### src/rtl/pfs_pkg.sv
package pfs_pkg;
    localparam int WORD_W = 16;
    localparam int CFG_W  = 4;
    localparam int LEN_W  = $clog2(WORD_W + 1);

    typedef enum logic [1:0] {
        ST_IDLE  = 2'd0,
        ST_PULSE = 2'd1,
        ST_DATA  = 2'd2
    } eng_state_e;

    typedef struct packed {
        logic rise;
        logic fall;
    } sclk_tick_t;

    function automatic logic [LEN_W-1:0] frame_len(input logic [CFG_W-1:0] cfg);
        if (cfg < CFG_W'(3))
            return LEN_W'(4);
        return LEN_W'(cfg) + LEN_W'(1);
    endfunction

    function automatic logic [WORD_W-1:0] len_mask(input logic [LEN_W-1:0] len);
        logic [WORD_W:0] m;
        m = ((WORD_W+1)'(1) << len) - (WORD_W+1)'(1);
        return m[WORD_W-1:0];
    endfunction
endpackage

### src/rtl/pfs_fifo.sv
module pfs_fifo #(
    parameter int W     = 16,
    parameter int DEPTH = 4
) (
    input  logic         clk,
    input  logic         rst,
    input  logic         push,
    input  logic [W-1:0] wdata,
    input  logic         pop,
    output logic [W-1:0] rdata,
    output logic         empty,
    output logic         full
);
    localparam int AW = (DEPTH > 1) ? $clog2(DEPTH) : 1;
    localparam int CW = $clog2(DEPTH + 1);

    logic [W-1:0]  mem [DEPTH];
    logic [AW-1:0] wr_ptr, rd_ptr;
    logic [CW-1:0] count;
    logic          do_push, do_pop;

    assign empty   = (count == '0);
    assign full    = (count == CW'(DEPTH));
    assign do_push = push && !full;
    assign do_pop  = pop && !empty;
    assign rdata   = mem[rd_ptr];

    function automatic logic [AW-1:0] next_ptr(input logic [AW-1:0] p);
        return (p == AW'(DEPTH - 1)) ? '0 : p + AW'(1);
    endfunction

    always_ff @(posedge clk) begin
        if (do_push)
            mem[wr_ptr] <= wdata;
    end

    always_ff @(posedge clk) begin
        if (rst) begin
            wr_ptr <= '0;
            rd_ptr <= '0;
            count  <= '0;
        end else begin
            if (do_push)
                wr_ptr <= next_ptr(wr_ptr);
            if (do_pop)
                rd_ptr <= next_ptr(rd_ptr);
            if (do_push && !do_pop)
                count <= count + CW'(1);
            else if (do_pop && !do_push)
                count <= count - CW'(1);
        end
    end
endmodule

### src/rtl/pfs_clkgen.sv
module pfs_clkgen #(
    parameter int DIV_W = 8
) (
    input  logic                 clk,
    input  logic                 rst,
    input  logic                 enable,
    input  logic [DIV_W-1:0]     div_n,
    output pfs_pkg::sclk_tick_t  tick
);
    logic [DIV_W-1:0] cnt;
    logic             phase;
    logic             wrap;

    assign wrap      = enable && (cnt >= div_n);
    assign tick.rise = wrap && !phase;
    assign tick.fall = wrap && phase;

    always_ff @(posedge clk) begin
        if (rst || !enable) begin
            cnt   <= '0;
            phase <= 1'b0;
        end else if (wrap) begin
            cnt   <= '0;
            phase <= ~phase;
        end else begin
            cnt <= cnt + DIV_W'(1);
        end
    end
endmodule

### src/rtl/pfs_engine.sv
module pfs_engine
    import pfs_pkg::*;
(
    input  logic              clk,
    input  logic              rst,
    input  logic              enable,
    input  sclk_tick_t        tick,
    input  logic [CFG_W-1:0]  frame_cfg,
    input  logic              tx_empty,
    input  logic [WORD_W-1:0] tx_head,
    output logic              tx_pop,
    input  logic              ser_in,
    output logic              ser_clk,
    output logic              frm_pulse,
    output logic              ser_out,
    output logic              rx_push,
    output logic [WORD_W-1:0] rx_word
);
    localparam int IDX_W = $clog2(WORD_W);

    eng_state_e        state;
    logic [LEN_W-1:0]  bidx;
    logic [LEN_W-1:0]  len_load;
    logic [LEN_W-1:0]  len_act;
    logic [WORD_W-1:0] tx_sh;
    logic [WORD_W-1:0] rx_sh;
    logic [WORD_W-1:0] rx_next;
    logic              chained;
    logic              rx_pend;
    logic              start_idle;
    logic              start_chain;
    logic              last_bit_next;

    assign last_bit_next = (state == ST_DATA) && (bidx == LEN_W'(1));
    assign start_idle    = tick.rise && (state == ST_IDLE) && !tx_empty;
    assign start_chain   = tick.rise && last_bit_next && !tx_empty;
    assign tx_pop        = start_idle || start_chain;
    assign rx_push       = tick.rise && rx_pend;
    assign rx_next       = {rx_sh[WORD_W-2:0], ser_in};

    always_ff @(posedge clk) begin
        if (rst || !enable) begin
            state     <= ST_IDLE;
            bidx      <= '0;
            len_load  <= LEN_W'(4);
            len_act   <= LEN_W'(4);
            tx_sh     <= '0;
            rx_sh     <= '0;
            rx_word   <= '0;
            chained   <= 1'b0;
            rx_pend   <= 1'b0;
            ser_clk   <= 1'b0;
            frm_pulse <= 1'b0;
            ser_out   <= 1'b0;
        end else if (tick.rise) begin
            rx_pend <= 1'b0;
            if (tx_pop) begin
                tx_sh     <= tx_head;
                len_load  <= frame_len(frame_cfg);
                frm_pulse <= 1'b1;
            end
            unique case (state)
                ST_IDLE: begin
                    if (start_idle) begin
                        ser_clk <= 1'b1;
                        state   <= ST_PULSE;
                    end
                end
                ST_PULSE: begin
                    frm_pulse <= 1'b0;
                    ser_clk   <= 1'b1;
                    ser_out   <= tx_sh[IDX_W'(len_load - LEN_W'(1))];
                    bidx      <= len_load - LEN_W'(1);
                    len_act   <= len_load;
                    state     <= ST_DATA;
                end
                ST_DATA: begin
                    if (bidx != '0) begin
                        ser_clk <= 1'b1;
                        ser_out <= tx_sh[IDX_W'(bidx - LEN_W'(1))];
                        bidx    <= bidx - LEN_W'(1);
                        if (start_chain)
                            chained <= 1'b1;
                    end else begin
                        frm_pulse <= 1'b0;
                        if (chained) begin
                            chained <= 1'b0;
                            ser_clk <= 1'b1;
                            ser_out <= tx_sh[IDX_W'(len_load - LEN_W'(1))];
                            bidx    <= len_load - LEN_W'(1);
                            len_act <= len_load;
                        end else begin
                            state <= ST_IDLE;
                        end
                    end
                end
                default: state <= ST_IDLE;
            endcase
        end else if (tick.fall) begin
            ser_clk <= 1'b0;
            if (state == ST_DATA) begin
                rx_sh <= rx_next;
                if (bidx == '0) begin
                    rx_word <= rx_next & len_mask(len_act);
                    rx_pend <= 1'b1;
                end
            end
        end
    end
endmodule

### src/rtl/pfs_master.sv
module pfs_master
    import pfs_pkg::*;
#(
    parameter int FIFO_DEPTH = 4,
    parameter int DIV_W      = 8
) (
    input  logic              clk,
    input  logic              rst,
    input  logic              enable,
    input  logic [DIV_W-1:0]  div_n,
    input  logic [CFG_W-1:0]  frame_cfg,
    input  logic              tx_push,
    input  logic [WORD_W-1:0] tx_data,
    output logic              tx_full,
    input  logic              rx_pop,
    output logic [WORD_W-1:0] rx_data,
    output logic              rx_empty,
    output logic              rx_overrun,
    output logic              ser_clk,
    output logic              frm_pulse,
    output logic              ser_out,
    input  logic              ser_in
);
    sclk_tick_t        tick;
    logic              tx_empty;
    logic              tx_pop;
    logic [WORD_W-1:0] tx_head;
    logic              rx_push;
    logic              rx_full;
    logic [WORD_W-1:0] rx_word;
    logic [WORD_W-1:0] rx_head;

    pfs_clkgen #(.DIV_W(DIV_W)) u_clkgen (
        .clk    (clk),
        .rst    (rst),
        .enable (enable),
        .div_n  (div_n),
        .tick   (tick)
    );

    pfs_fifo #(.W(WORD_W), .DEPTH(FIFO_DEPTH)) u_tx_fifo (
        .clk   (clk),
        .rst   (rst),
        .push  (tx_push),
        .wdata (tx_data),
        .pop   (tx_pop),
        .rdata (tx_head),
        .empty (tx_empty),
        .full  (tx_full)
    );

    pfs_engine u_engine (
        .clk       (clk),
        .rst       (rst),
        .enable    (enable),
        .tick      (tick),
        .frame_cfg (frame_cfg),
        .tx_empty  (tx_empty),
        .tx_head   (tx_head),
        .tx_pop    (tx_pop),
        .ser_in    (ser_in),
        .ser_clk   (ser_clk),
        .frm_pulse (frm_pulse),
        .ser_out   (ser_out),
        .rx_push   (rx_push),
        .rx_word   (rx_word)
    );

    pfs_fifo #(.W(WORD_W), .DEPTH(FIFO_DEPTH)) u_rx_fifo (
        .clk   (clk),
        .rst   (rst),
        .push  (rx_push),
        .wdata (rx_word),
        .pop   (rx_pop),
        .rdata (rx_head),
        .empty (rx_empty),
        .full  (rx_full)
    );

    assign rx_data = rx_empty ? '0 : rx_head;

    always_ff @(posedge clk) begin
        if (rst)
            rx_overrun <= 1'b0;
        else if (rx_push && rx_full)
            rx_overrun <= 1'b1;
    end
endmodule

### config.mk
export PLATFORM = sky130hd
export DESIGN_NAME = pfs_master
export DESIGN_NICKNAME = d
export VERILOG_FILES = /design/src/rtl/pfs_pkg.sv /design/src/rtl/pfs_fifo.sv /design/src/rtl/pfs_clkgen.sv /design/src/rtl/pfs_engine.sv /design/src/rtl/pfs_master.sv
export SDC_FILE = /design/constraint.sdc
export NUM_CORES = 1
export LEC_CHECK = 0
export CELL_PAD_IN_SITES_DETAIL_PLACEMENT = 0
export CELL_PAD_IN_SITES_GLOBAL_PLACEMENT = 1
export CORE_ASPECT_RATIO = 1.75
export CORE_MARGIN = 2
export CORE_UTILIZATION = 35
export DETAILED_ROUTE_END_ITERATION = 16
export GPL_TIMING_DRIVEN = 1
export PLACE_DENSITY_LB_ADDON = 0.1
export SLEW_MARGIN = 20
export SYNTH_ARGS = -nofsm -noshare
export SYNTH_HDL_FRONTEND = slang
export SYNTH_SLANG_ARGS = --single-unit
### constraint.sdc
create_clock -name clk -period 3.95 [get_ports clk]
set_clock_uncertainty 0.05 [all_clocks]
set_input_delay 0.395 -clock clk [delete_from_list [all_inputs] [get_ports clk]]
set_output_delay 0.395 -clock clk [all_outputs]
set_load 0.01 [all_outputs]
==> flow_summary.toml <==
[outcome]
status = "finished clean"

[logic_synthesis]
synth_edf_count = 128
synth_area_leaders = "edfxtp_1 (39%), dfxtp_1 (19%), mux4_2 (8.5%)"
async_flop_share_pct = 0
synthDistinctLibCells = 54
yosys_warnings = 0
yosysMostFrequentCell = "edfxtp_1"
syn_nets = 853
postSynthAreaPerCell_sq_um = 12.4
synthTopCellsByCount = "edfxtp_1 (128), dfxtp_1 (95), a21oi_1 (70)"
synthFlopType = "edfxtp_1"
ys_seq_area_share_pct = 58.8
netlist_area_sq_mm = 0.00977
synthCells = 788
ys_seq_elements = 223
yosys.area.top_type_share_pct = 39.4
yosys.area.top_type = "edfxtp_1"

[cts]
h-tree-depth = 1
cts_tree = "done"
root_buffer = "clkbuf_16"
insertion_delay_ns = 0.51
cts_resized = 0
clkSlewWorstSetupHoldPaths_ns = 0.07
post_cts_buffers = 0
cts_buffers = 21
cts_hold_buffers = 0
cts_sinks = 223
clockBufferDepth = 3

[critical_path]
reg2regPathDepth = 14
startpoint_type = "flip-flop"
cp.arrival_ns = 3.61
crit_type = "reg2reg"
crit_fanout = 6
crit_required_ns = 4.35
end_kind = "flip-flop"

[min_path]
hp-class = "reg2reg"
min_delay_path_depth = 2

[route]
first_pass_iters = 4
drc_errors = 0
drtIter0Drc = 243
wl_met2_mm = 12.4
met1_length_mm = 8.18
drt-wirelength-per-cell_um = 18.0
via_per_inst = 5.17
drtAntennaViolNets = 0
top_layer = "met4"
dr_wl_met3_um = 646
dr_total_vias = 6281
detail_route.wirelength_mm = 21.9

[floorplan]
design.core.area_sq_mm = 0.0273
die-area_sq_mm = 0.0293
die_w_um = 130
io_pins = 56
row_count = 80
fp.dieH_um = 225
start_util_pct = 35.7

[global_route]
grtUsageTotal_pct = 15.6
grt_max_degree = 68
grt_pass1_wl_mm = 35.6
grt_pass1_vias = 6694
grt_overflow = 0
antenna_found_initial = 0

[finish]
drive_gt1_share_pct = 12.2
n_antenna_cell = 0
fillers = 2592
nNetsFinal = 898
syn_to_final_growth_pct = 16.2
multi_input_area_sq_mm = 0.00373
seqCellArea_sq_mm = 0.00575

[power]
ir_worst_vdd_v = 0.000357
powerDensity_mw_per_mm2 = 485
total_leakage_power_nw = 3.70
total_power_mw = 5.51

[timing]
min_period_over_period_pct = 81.3
hold_viol_final = 0
setup_ws_ns = 0.737
final-setup-viol-count = 0
period_needed_ns = 3.21
setup_tns_ns = 0
max-slew-margin-rel_pct = 39.1
fmaxAchievable_mhz = 311
rsz0062_at_grt = "no"
drv_slew = 0
tightestPinTransition_ns = 0.914

[placed_design]
dp_hpwl_mm = 15.2
gp_congestion = 0.841
io_buffers = 55
place_ws_ns = 0.350

[flow_run]
drv_cap = 0
-- layer usage --
metal	track usage, %	vias to the layer above
met5	0	-
met4	6.21	0
met3	1.90	40
met2	30.7	105
met1	16.1	3084
li1	-	3052
-- final cells by class --
type                       instances  area share, %
clock inverter                    13          0.695
sequential                       223           50.6
tap                              369           4.07
clock buffer                      24           4.82
timing repair buffer              74           6.11
multi-input combinational        488           32.8
inverter                          25          0.827
-- layout by cell type, fill, tap and decap left out, types with 22 or more instances in the layout --
cell type and instances:
o21ai_0 41, a21oi_1 70, inv_1 22, clkdlybuf4s50_1 55
mux4_2 37, o21ai_1 31, nand3_1 64, ha_1 29
edfxtp_1 128, nor2b_1 23, nor2_1 35, dfxtp_1 95
nand2_1 25
-- path summary, 6_finish.rpt --
path / from / slack (ns) / endpoint
worst max-delay path: u_clkgen.cnt[0] / 0.74 / u_tx_fifo.count[2]
worst min-delay path: u_engine.rx_sh[11] / 0.43 / u_engine.rx_sh[12]
worst max register to register: u_clkgen.cnt[0] / 0.74 / u_tx_fifo.count[2]
worst min register to register: u_engine.rx_sh[11] / 0.43 / u_engine.rx_sh[12]
-- critical path, stage by stage (launching register included) --
cell and delay (ns):
dfxtp_1 0.43, inv_1 0.07, ha_1 0.26, nand2b_1 0.14
a211o_1 0.28, a21oi_1 0.30, o21a_2 0.24, nor2_1 0.08
inv_2 0.09, ha_1 0.18, inv_1 0.06, fa_1 0.37
xor2_1 0.17, or3_1 0.31, a21oi_1 0.13
-- through the flow --
step | instances | hold WS, ns | area [sq um] | util [%]
after global routing | 1216 | 0.456 | 11300 | 41.5
final | 1216 | 0.433 | 11300 | 41.5
after global placement | 1179 | 0.416 | 10700 | 39.2
after CTS | 1216 | 0.435 | 11300 | 41.5
after floorplan | 788 | 0.399 | 9770 | -
after detailed placement | 1179 | 0.424 | 10700 | 39.2
-- logic make-up after synthesis --
kind of cell    Yosys count  share of synthesized area, %
flops                   223                          58.8
xor+xnor                 18                          1.77
compound gates          176                          10.0
simple gates            210                          11.2
fa+ha+maj                31                          4.13
buf+inv                  77                          3.22
mux                      53                          10.9
-- state kept, by name (all words and copies together) (netlist names), 3 cells and up, named ones only --
name,cells
u_engine.rx_sh,15
u_tx_fifo.mem,64
u_tx_fifo.count,3
u_engine.rx_word,16
u_engine.tx_sh,16
u_engine.bidx,5
u_clkgen.cnt,8
u_rx_fifo.count,3
u_engine.len_load,5
u_engine.len_act,5
u_rx_fifo.mem,64
-- power breakdown --
part           internal, mW  switching, mW  leakage (nW)
sequential             2.53         0.0541          1.94
combinational         0.548          0.495          1.45
clock                  1.00          0.875         0.312
No activity file was read; power rests on OpenSTA's default activity.
